<file path="config.mk">
export PLATFORM = sky130hd
export DESIGN_NAME = vb_ring_reader
export DESIGN_NICKNAME = d
export VERILOG_FILES = /design/src/rtl/vbr_pkg.sv /design/src/rtl/vbr_ptr.sv /design/src/rtl/vbr_detect.sv /design/src/rtl/vbr_classify.sv /design/src/rtl/vb_ring_reader.sv
export SDC_FILE = /design/constraint.sdc
export NUM_CORES = 1
export LEC_CHECK = 0
export CORE_ASPECT_RATIO = 0.7
export CORE_MARGIN = 3
export CORE_UTILIZATION = 41
export DETAILED_ROUTE_END_ITERATION = 8
export PLACE_DENSITY = 0.82
export SLEW_MARGIN = 40
export SYNTH_ARGS = -nofsm -noshare
export SYNTH_HDL_FRONTEND = slang
export SYNTH_SLANG_ARGS = --single-unit
</file>
<file path="constraint.sdc">
create_clock -name clk -period 1.6 [get_ports clk]
set_input_delay 0.16 -clock clk [delete_from_list [all_inputs] [get_ports clk]]
set_output_delay 0.16 -clock clk [all_outputs]
set_load 0.1 [all_outputs]
</file>
<file path="src/rtl/vbr_pkg.sv">
package vbr_pkg;
    typedef enum logic [1:0] {
        ST_POLL  = 2'd0,
        ST_LOOK  = 2'd1,
        ST_OFFER = 2'd2
    } rdr_state_t;

    localparam int STAT_W       = 2;
    localparam int STAT_EXPIRED = 0;
    localparam int STAT_VOLATILE = 1;
    localparam logic [6:0] TYPE_FRAME = 7'h60;
endpackage

</file>
<file path="src/rtl/vbr_ptr.sv">
module vbr_ptr #(
    parameter int DEEP    = 8,
    parameter int SHALLOW = 4,
    localparam int IDX_W  = $clog2(DEEP)
) (
    input  logic             clk,
    input  logic             rst,
    input  logic             legacy_rev,
    input  logic             advance,
    input  logic             clear_fb,
    output logic [IDX_W-1:0] next_idx,
    output logic             exp_pol,
    output logic             fallback,
    output logic             last_slot
);
    logic shallow;

    assign last_slot = shallow ? (next_idx == IDX_W'(SHALLOW - 1))
                               : (next_idx == IDX_W'(DEEP - 1));

    always_ff @(posedge clk) begin
        if (rst) begin
            next_idx <= '0;
            exp_pol  <= 1'b1;
            fallback <= legacy_rev;
            shallow  <= legacy_rev;
        end else begin
            if (clear_fb) begin
                fallback <= 1'b0;
            end
            if (advance) begin
                if (last_slot) begin
                    next_idx <= '0;
                    exp_pol  <= ~exp_pol;
                end else begin
                    next_idx <= next_idx + 1'b1;
                end
            end
        end
    end

    // leaving the last slot wraps to 0 with inverted polarity
    a_r5_wrap_flip: assert property (@(posedge clk) disable iff (rst)
        (advance && last_slot) |=> (next_idx == '0 && exp_pol != $past(exp_pol)));

    // fallback never comes back before reset
    a_r7_fallback_sticky: assert property (@(posedge clk) disable iff (rst)
        !fallback |=> !fallback);
endmodule

</file>
<file path="src/rtl/vbr_detect.sv">
module vbr_detect #(
    parameter int IDX_W = 3,
    parameter int PI_W  = 4
) (
    input  logic             fallback,
    input  logic [PI_W-1:0]  producer_idx,
    input  logic [IDX_W-1:0] next_idx,
    input  logic             exp_pol,
    input  logic             verb_vb,
    output logic             may_read,
    output logic             present
);
    logic [PI_W-1:0] idx_ext;

    assign idx_ext  = PI_W'(next_idx);
    assign may_read = !fallback || (producer_idx != idx_ext);
    assign present  = (verb_vb == exp_pol);
endmodule

</file>
<file path="src/rtl/vbr_classify.sv">
module vbr_classify
    import vbr_pkg::*;
(
    input  logic [6:0]        verb_type,
    input  logic [STAT_W-1:0] stat,
    output logic              is_frame,
    output logic              release_req
);
    assign is_frame    = (verb_type == TYPE_FRAME);
    assign release_req = is_frame && stat[STAT_VOLATILE] && stat[STAT_EXPIRED];
endmodule

</file>
<file path="src/rtl/vb_ring_reader.sv">
module vb_ring_reader
    import vbr_pkg::*;
#(
    parameter int              DEEP        = 8,
    parameter int              SHALLOW     = 4,
    parameter int              ADDR_W      = 12,
    parameter logic [11:0]     RING_BASE   = 12'h200,
    parameter int              ENTRY_SHIFT = 6,
    parameter int              PI_W        = 4,
    localparam int             IDX_W       = $clog2(DEEP)
) (
    input  logic              clk,
    input  logic              rst,
    input  logic              legacy_rev,
    input  logic [PI_W-1:0]   producer_idx,
    output logic              mem_rd_en,
    output logic [ADDR_W-1:0] mem_addr,
    input  logic [7:0]        mem_verb,
    input  logic [STAT_W-1:0] mem_stat,
    output logic              ent_valid,
    input  logic              ent_ready,
    output logic [IDX_W-1:0]  ent_index,
    output logic [7:0]        ent_verb,
    output logic [STAT_W-1:0] ent_stat,
    output logic              consume_strobe,
    output logic [IDX_W-1:0]  consume_idx,
    output logic              pull_release
);
    rdr_state_t         state, state_nx;
    logic [IDX_W-1:0]   next_idx;
    logic               exp_pol, fallback, last_slot;
    logic               may_read, present, is_frame, release_req;
    logic               advance, clear_fb;
    logic [IDX_W-1:0]   held_slot;
    logic [IDX_W-1:0]   rd_slot;
    logic [7:0]         held_verb;
    logic [STAT_W-1:0]  held_stat;

    vbr_ptr #(.DEEP(DEEP), .SHALLOW(SHALLOW)) u_ptr (
        .clk(clk), .rst(rst), .legacy_rev(legacy_rev),
        .advance(advance), .clear_fb(clear_fb),
        .next_idx(next_idx), .exp_pol(exp_pol),
        .fallback(fallback), .last_slot(last_slot)
    );

    vbr_detect #(.IDX_W(IDX_W), .PI_W(PI_W)) u_detect (
        .fallback(fallback), .producer_idx(producer_idx),
        .next_idx(next_idx), .exp_pol(exp_pol),
        .verb_vb(mem_verb[7]), .may_read(may_read), .present(present)
    );

    vbr_classify u_class (
        .verb_type(held_verb[6:0]), .stat(held_stat),
        .is_frame(is_frame), .release_req(release_req)
    );

    assign mem_addr = RING_BASE + (ADDR_W'(next_idx) << ENTRY_SHIFT);
    assign rd_slot  = mem_addr[ENTRY_SHIFT+IDX_W-1:ENTRY_SHIFT];

    // state register
    always_ff @(posedge clk) begin
        if (rst) begin
            state <= ST_POLL;
        end else begin
            state <= state_nx;
        end
    end

    // next-state
    always_comb begin
        state_nx = state;
        unique case (state)
            ST_POLL:  if (may_read)  state_nx = ST_LOOK;
            ST_LOOK:  state_nx = present ? ST_OFFER : ST_POLL;
            ST_OFFER: if (ent_ready) state_nx = ST_POLL;
            default:  state_nx = ST_POLL;
        endcase
    end

    // capture of the found entry
    always_ff @(posedge clk) begin
        if (rst) begin
            held_slot <= '0;
            held_verb <= '0;
            held_stat <= '0;
        end else if (state == ST_LOOK && present) begin
            held_slot <= rd_slot;
            held_verb <= mem_verb;
            held_stat <= mem_stat;
        end
    end

    // outputs
    always_comb begin
        mem_rd_en      = 1'b0;
        ent_valid      = 1'b0;
        advance        = 1'b0;
        clear_fb       = 1'b0;
        consume_strobe = 1'b0;
        pull_release   = 1'b0;
        unique case (state)
            ST_POLL:  mem_rd_en = may_read;
            ST_LOOK:  clear_fb = present && fallback && last_slot;
            ST_OFFER: begin
                ent_valid      = 1'b1;
                advance        = ent_ready;
                consume_strobe = ent_ready;
                pull_release   = ent_ready && release_req;
            end
            default: ;
        endcase
    end

    assign ent_index   = held_slot;
    assign ent_verb    = held_verb;
    assign ent_stat    = held_stat;
    assign consume_idx = held_slot;

    // an offered entry always carries the expected polarity
    a_r3_polarity_match: assert property (@(posedge clk) disable iff (rst)
        ent_valid |-> (ent_verb[7] == exp_pol));

    // offer held stable while the client stalls
    a_r4_hold_stable: assert property (@(posedge clk) disable iff (rst)
        (ent_valid && !ent_ready) |=>
            (ent_valid && $stable(ent_verb) && $stable(ent_index) && $stable(ent_stat)));

    // counter does not move without acceptance
    a_r4_no_advance: assert property (@(posedge clk) disable iff (rst)
        !(ent_valid && ent_ready) |=> $stable(next_idx));

    // gated read in fallback mode
    a_r6_gate_read: assert property (@(posedge clk) disable iff (rst)
        (fallback && producer_idx == PI_W'(next_idx)) |-> !mem_rd_en);

    // a release only comes with an acceptance
    a_r8_release_on_accept: assert property (@(posedge clk) disable iff (rst)
        pull_release |-> (consume_strobe && is_frame));
endmodule

</file>
# == Word level (Yosys, flattened, before mapping) ==
# Index checks and enable logic that the tools add are counted.
# op_classes
add_sub_neg,2
multipliers,0
div,0
n_lt_le_gt_ge,0
eq_ne,9
n_shift,0
mux,13
n_bitwise,1
n_reduce_logical,12
# op_table
op,n
$add 10x9->11 const A,1
$mux 1,8
$eq 7x7->1 const B,1
$logic_and 1x1->1,6
$mux 2,3
$pmux 2 s3,1
$ne 2x2->1 const B,2
$ne 4x3->1,1
$reduce_and 2->1,2
$add 3x1->3 const B,1
$eq 3x2->1 const B,1
$eq 3x3->1 const B,1
$mux 3,1
$eq 2x1->1 const B,1
$eq 2x2->1 const B,1
$logic_not 2->1,1
$reduce_bool 2->1,1
$eq 1x1->1,1
$logic_not 1->1,1
$logic_or 1x1->1,1
$not 1->1,1
# totals
ff_bits,21
latch_bits,0
ram_bits,0
rom_bits,0
inputBits,18
out_inout_bits,32
wordCells,45
n_memories,0

# == Logic depth before layout (Yosys ltp) ==
# depth
word_depth,6
mapped_depth,4
depth_no_buf,4

# == Modules after synthesis ==
# From an unflattened synthesis, not the netlist that was laid out.
# hier_totals
cells_unflattened,116
area_unflattened_um2,1147.4
# modules_own_cells
mod,n_inst,cells_each,area_per_inst_um2
vb_ring_reader,1,82,800.8
vbr_ptr,1,23,257.7
vbr_detect,1,6,47.5
vbr_classify,1,5,41.3

# == Least setup slack after synthesis ==
# No wires, ideal clock.
# synth_path
path_type,reg-to-output
from,register u_ptr.next_idx[2]
to,output mem_rd_en
arrival_ps,3334
required_time_ps,1440
setup_slack_ps,-1894
stages_incl_launch_ff,4
n_path_buf,0
path_cell_list,dfxtp_1 -> xor2_1 -> nor4_1 -> nor3_1
# synth_between
elab_chain_len,3
# synth_lines
item,line,text
start: declaration,vbr_ptr.sv:11,"output logic [IDX_W-1:0] next_idx,"
start signal: assignment,vbr_ptr.sv:36,next_idx <= next_idx + 1'b1;
$ne 4x3->1,vbr_detect.sv:16,assign may_read = !fallback || (producer_idx != idx_ext);
$logic_or 1x1->1,vbr_detect.sv:16,
$mux 1,vb_ring_reader.sv:101,unique case (state)
end: declaration,vb_ring_reader.sv:16,"output logic mem_rd_en,"
# Every way passes these cells.

# == Final worst setup path ==
# layout_path
from,register state[0]
to,output pull_release
# layout_between
elab_chain_len,2
# layout_lines
item,line,text
start: declaration,vb_ring_reader.sv:29,"rdr_state_t state, state_nx;"
start signal: assignment,vb_ring_reader.sv:65,state <= state_nx;
$eq 2x2->1,vb_ring_reader.sv:101,
$mux 1,vb_ring_reader.sv:101,
end: declaration,vb_ring_reader.sv:27,output logic pull_release
# Every way passes these cells.

==> metrics <==
clk slew on worst S/H paths=0.08 ns; count of input and output buffers=40; final net count=178; gr usage total=18.2%; predominant post-synthesis flop cell=dfxtp_1; R2R cell count=5; Final Hold Fails=0; Mapped Area=1100 um2; Die ar.=3360 um2; ys async rst share=0%; register area share after synthesis=39.9%; Hold Path Class=in -> reg; Pins Over Slew Limit=0; Leak=~0.73 nW; max_cap viols=0; min Tclk post-route=1.62 ns; DRT iter0 DRCs=30; Critical Path End=pull_release; Worst Hold Slack=0.461 ns; Distinct cells, synth=30; Power Density=743 nW/um2; commonest non-fill, non-tap cell in the layout=nand2b_1; mean post-synth cell area=a little under 10 um2; final core utilization=approximately 76%; FF-to-FF setup slack=0.15 ns; Post-Route Setup TNS=-0.0212 ns; synth top area cells=dfxtp_1 34%, nand2b_1 15%, mux2i_1 12%; largest net degree at the start of global routing=36; CTS Hold Bufs=0; share of post-route cells with drive strength above 1=38.0%; H-Tree Depth=1; Worst Skew=0.00435 ns; antenna viol nets, final=0; DR vias/cell=4.81; worst endpoint required time=1.44 ns; initial antenna violation count=0; commonest cells after routing, fill and taps aside=27 x nand2b_1, 24 x buf_12, 17 x clkdlybuf4s50_1, 13 x mux2i_1; fin worst setup slack=-0.0212 ns; r2r endpoint=u_ptr.exp_pol$_SDFFE_PP1P_; Num CTS Buffers=3; clk_lat worst skew=between 0.2 and 0.3 ns; Reg2Reg Launch Point=u_ptr.next_idx[1]$_SDFFE_PP0N_; Post-synth EDFFs=2; Starting Density=43.9%; RSZ-0062 raised after global routing=yes; Fmax=617 MHz; clk sinks=21; Peak VDD IR=0.564 mV; cells after synthesis=112; CORE AREA=approximately 2500 um2; Routed wire per std cell=14.7 um; clock buffer depth=2; total iterations of the first detailed-routing run=4; first-pass GRT wire length=about 4600 um; failing checks=negative setup slack; floorplan die width=68.0 um; Synthesis Warnings=0; Pwr Total=1.41 mW; outcome=finished with violations; WL final=approximately 2800 um; # DRC=0; crit end category=primary output; Post-Layout Cell Count=192; critical path type=reg -> out; total grt overflow=0; via count=between 900 and 1000; crit path max fanout=4; placed insts=~190; CTS tree=done; GP Congestion=about 0.66; synthesis-stage register bit count=21; CP arrival=1.46 ns; vias in the first global route=945; # diodes=0; I/O pin total=50; top cell type's share of synthesized area=between 30% and 40%; Final Setup Violations=1; DP HPWL=roughly 2200 um; Cell Rows=15; crit path from=state[0]$_SDFFE_PP0P_; root buffer cell=clkbuf_8; CP startpoint kind=flip-flop; Syn-to-layout area delta=72.1%; die height=49.4 um; largest area contributor in the netlist=dfxtp_1; crit share post-route=101%
==> synthesized netlist by cell type (all sizes together), types with 2 or more instances <==
master,n
nor4,3
buf,13
xor2,4
a21oi,2
mux2i,13
nor3,2
clkbuf,3
dfxtp,19
nand2,2
or3,2
edfxtp,2
nand2b,27
nor2b,3
conb,2
==> routing by layer <==
metal | up-vias | global-route usage [%] | wire length, um
met3 | 7 | 7.14 | 211
li1 | 451 | - | -
met4 | 0 | 4.62 | 53
met1 | 428 | 20.3 | 1070
met5 | - | 0 | 0
met2 | 37 | 31.8 | 1490
==> layout make-up <==
type	instances	area, um2
tap	34	42.5
multi-input combinational	81	619
fill	179	613
clock inverter	1	5.00
inverter	1	3.75
sequential	21	464
timing repair buffer	51	726
clock buffer	3	41.3
==> what timing repair did <==
| action | 4_1_cts | 5_1_grt |
|---|---|---|
| setup endpoints to repair | 2 | 2 |
| pin swaps | 2 | 0 |
| cloned | 0 | 0 |
| gates resized for setup | 3 | 2 |
| setup buffers | 2 | 1 |
==> cell families (layout without fill, tap and decap cells) <==
kind of cell	count (synthesis)	count (layout)	share of synthesized area, %
AND/OR/NAND/NOR	47	47	28.1
other	2	9	0.680
XOR/XNOR	5	5	3.96
adder cells (fa/ha/maj)	1	1	1.13
multiplexers	13	13	11.8
flip-flops	21	21	39.9
AO/OA/AOI/OAI	6	6	3.62
buffers and inverters	17	56	10.9
==> per-stage QoR <==
stage                     setup slack, ns  area, um2
after floorplan                    -0.180       1170
after global placement           -0.00420       1800
after detailed placement          -0.0287       1800
after CTS                         -0.0341       1880
after global routing               -0.122       1900
final                             -0.0212       1900
==> registers in the layout (all words and copies together), names as in the netlist <==
register / count
ent_verb: 8
u_ptr.next_idx: 3
u_ptr.fallback: 1
consume_idx: 3
u_ptr.shallow: 1
state: 2
u_ptr.exp_pol: 1
ent_stat: 2
==> critical path, stage by stage, from the launching register on <==
cell and delay [ns]:
dfxtp_2 0.33, nand3b_1 0.24, nor4_2 0.19, and4_4 0.27
buf_12 0.17
==> worst min-delay path by stage <==
stage                                     endpoint  slack, ns  depth (start not counted)                     start
final                     ent_verb[6]$_SDFFE_PP0P_       0.46                          3               mem_verb[6]
after CTS                 ent_verb[6]$_SDFFE_PP0P_       0.46                          3               mem_verb[6]
after global routing       u_ptr.shallow$_DFFE_PP_       0.48                          1                legacy_rev
after global placement    ent_stat[0]$_SDFFE_PP0P_       0.48                          2  ent_stat[0]$_SDFFE_PP0P_
after detailed placement  ent_verb[2]$_SDFFE_PP0P_       0.49                          2  ent_verb[2]$_SDFFE_PP0P_
after floorplan            u_ptr.shallow$_DFFE_PP_       0.26                          0                legacy_rev
==> power breakdown <==
group,switching (mW),internal (mW)
Clock,0.175,0.174
Combinational,0.309,0.178
Sequential,0.0268,0.552
Total,0.510,0.903
No activity file was read; power rests on OpenSTA's default activity.
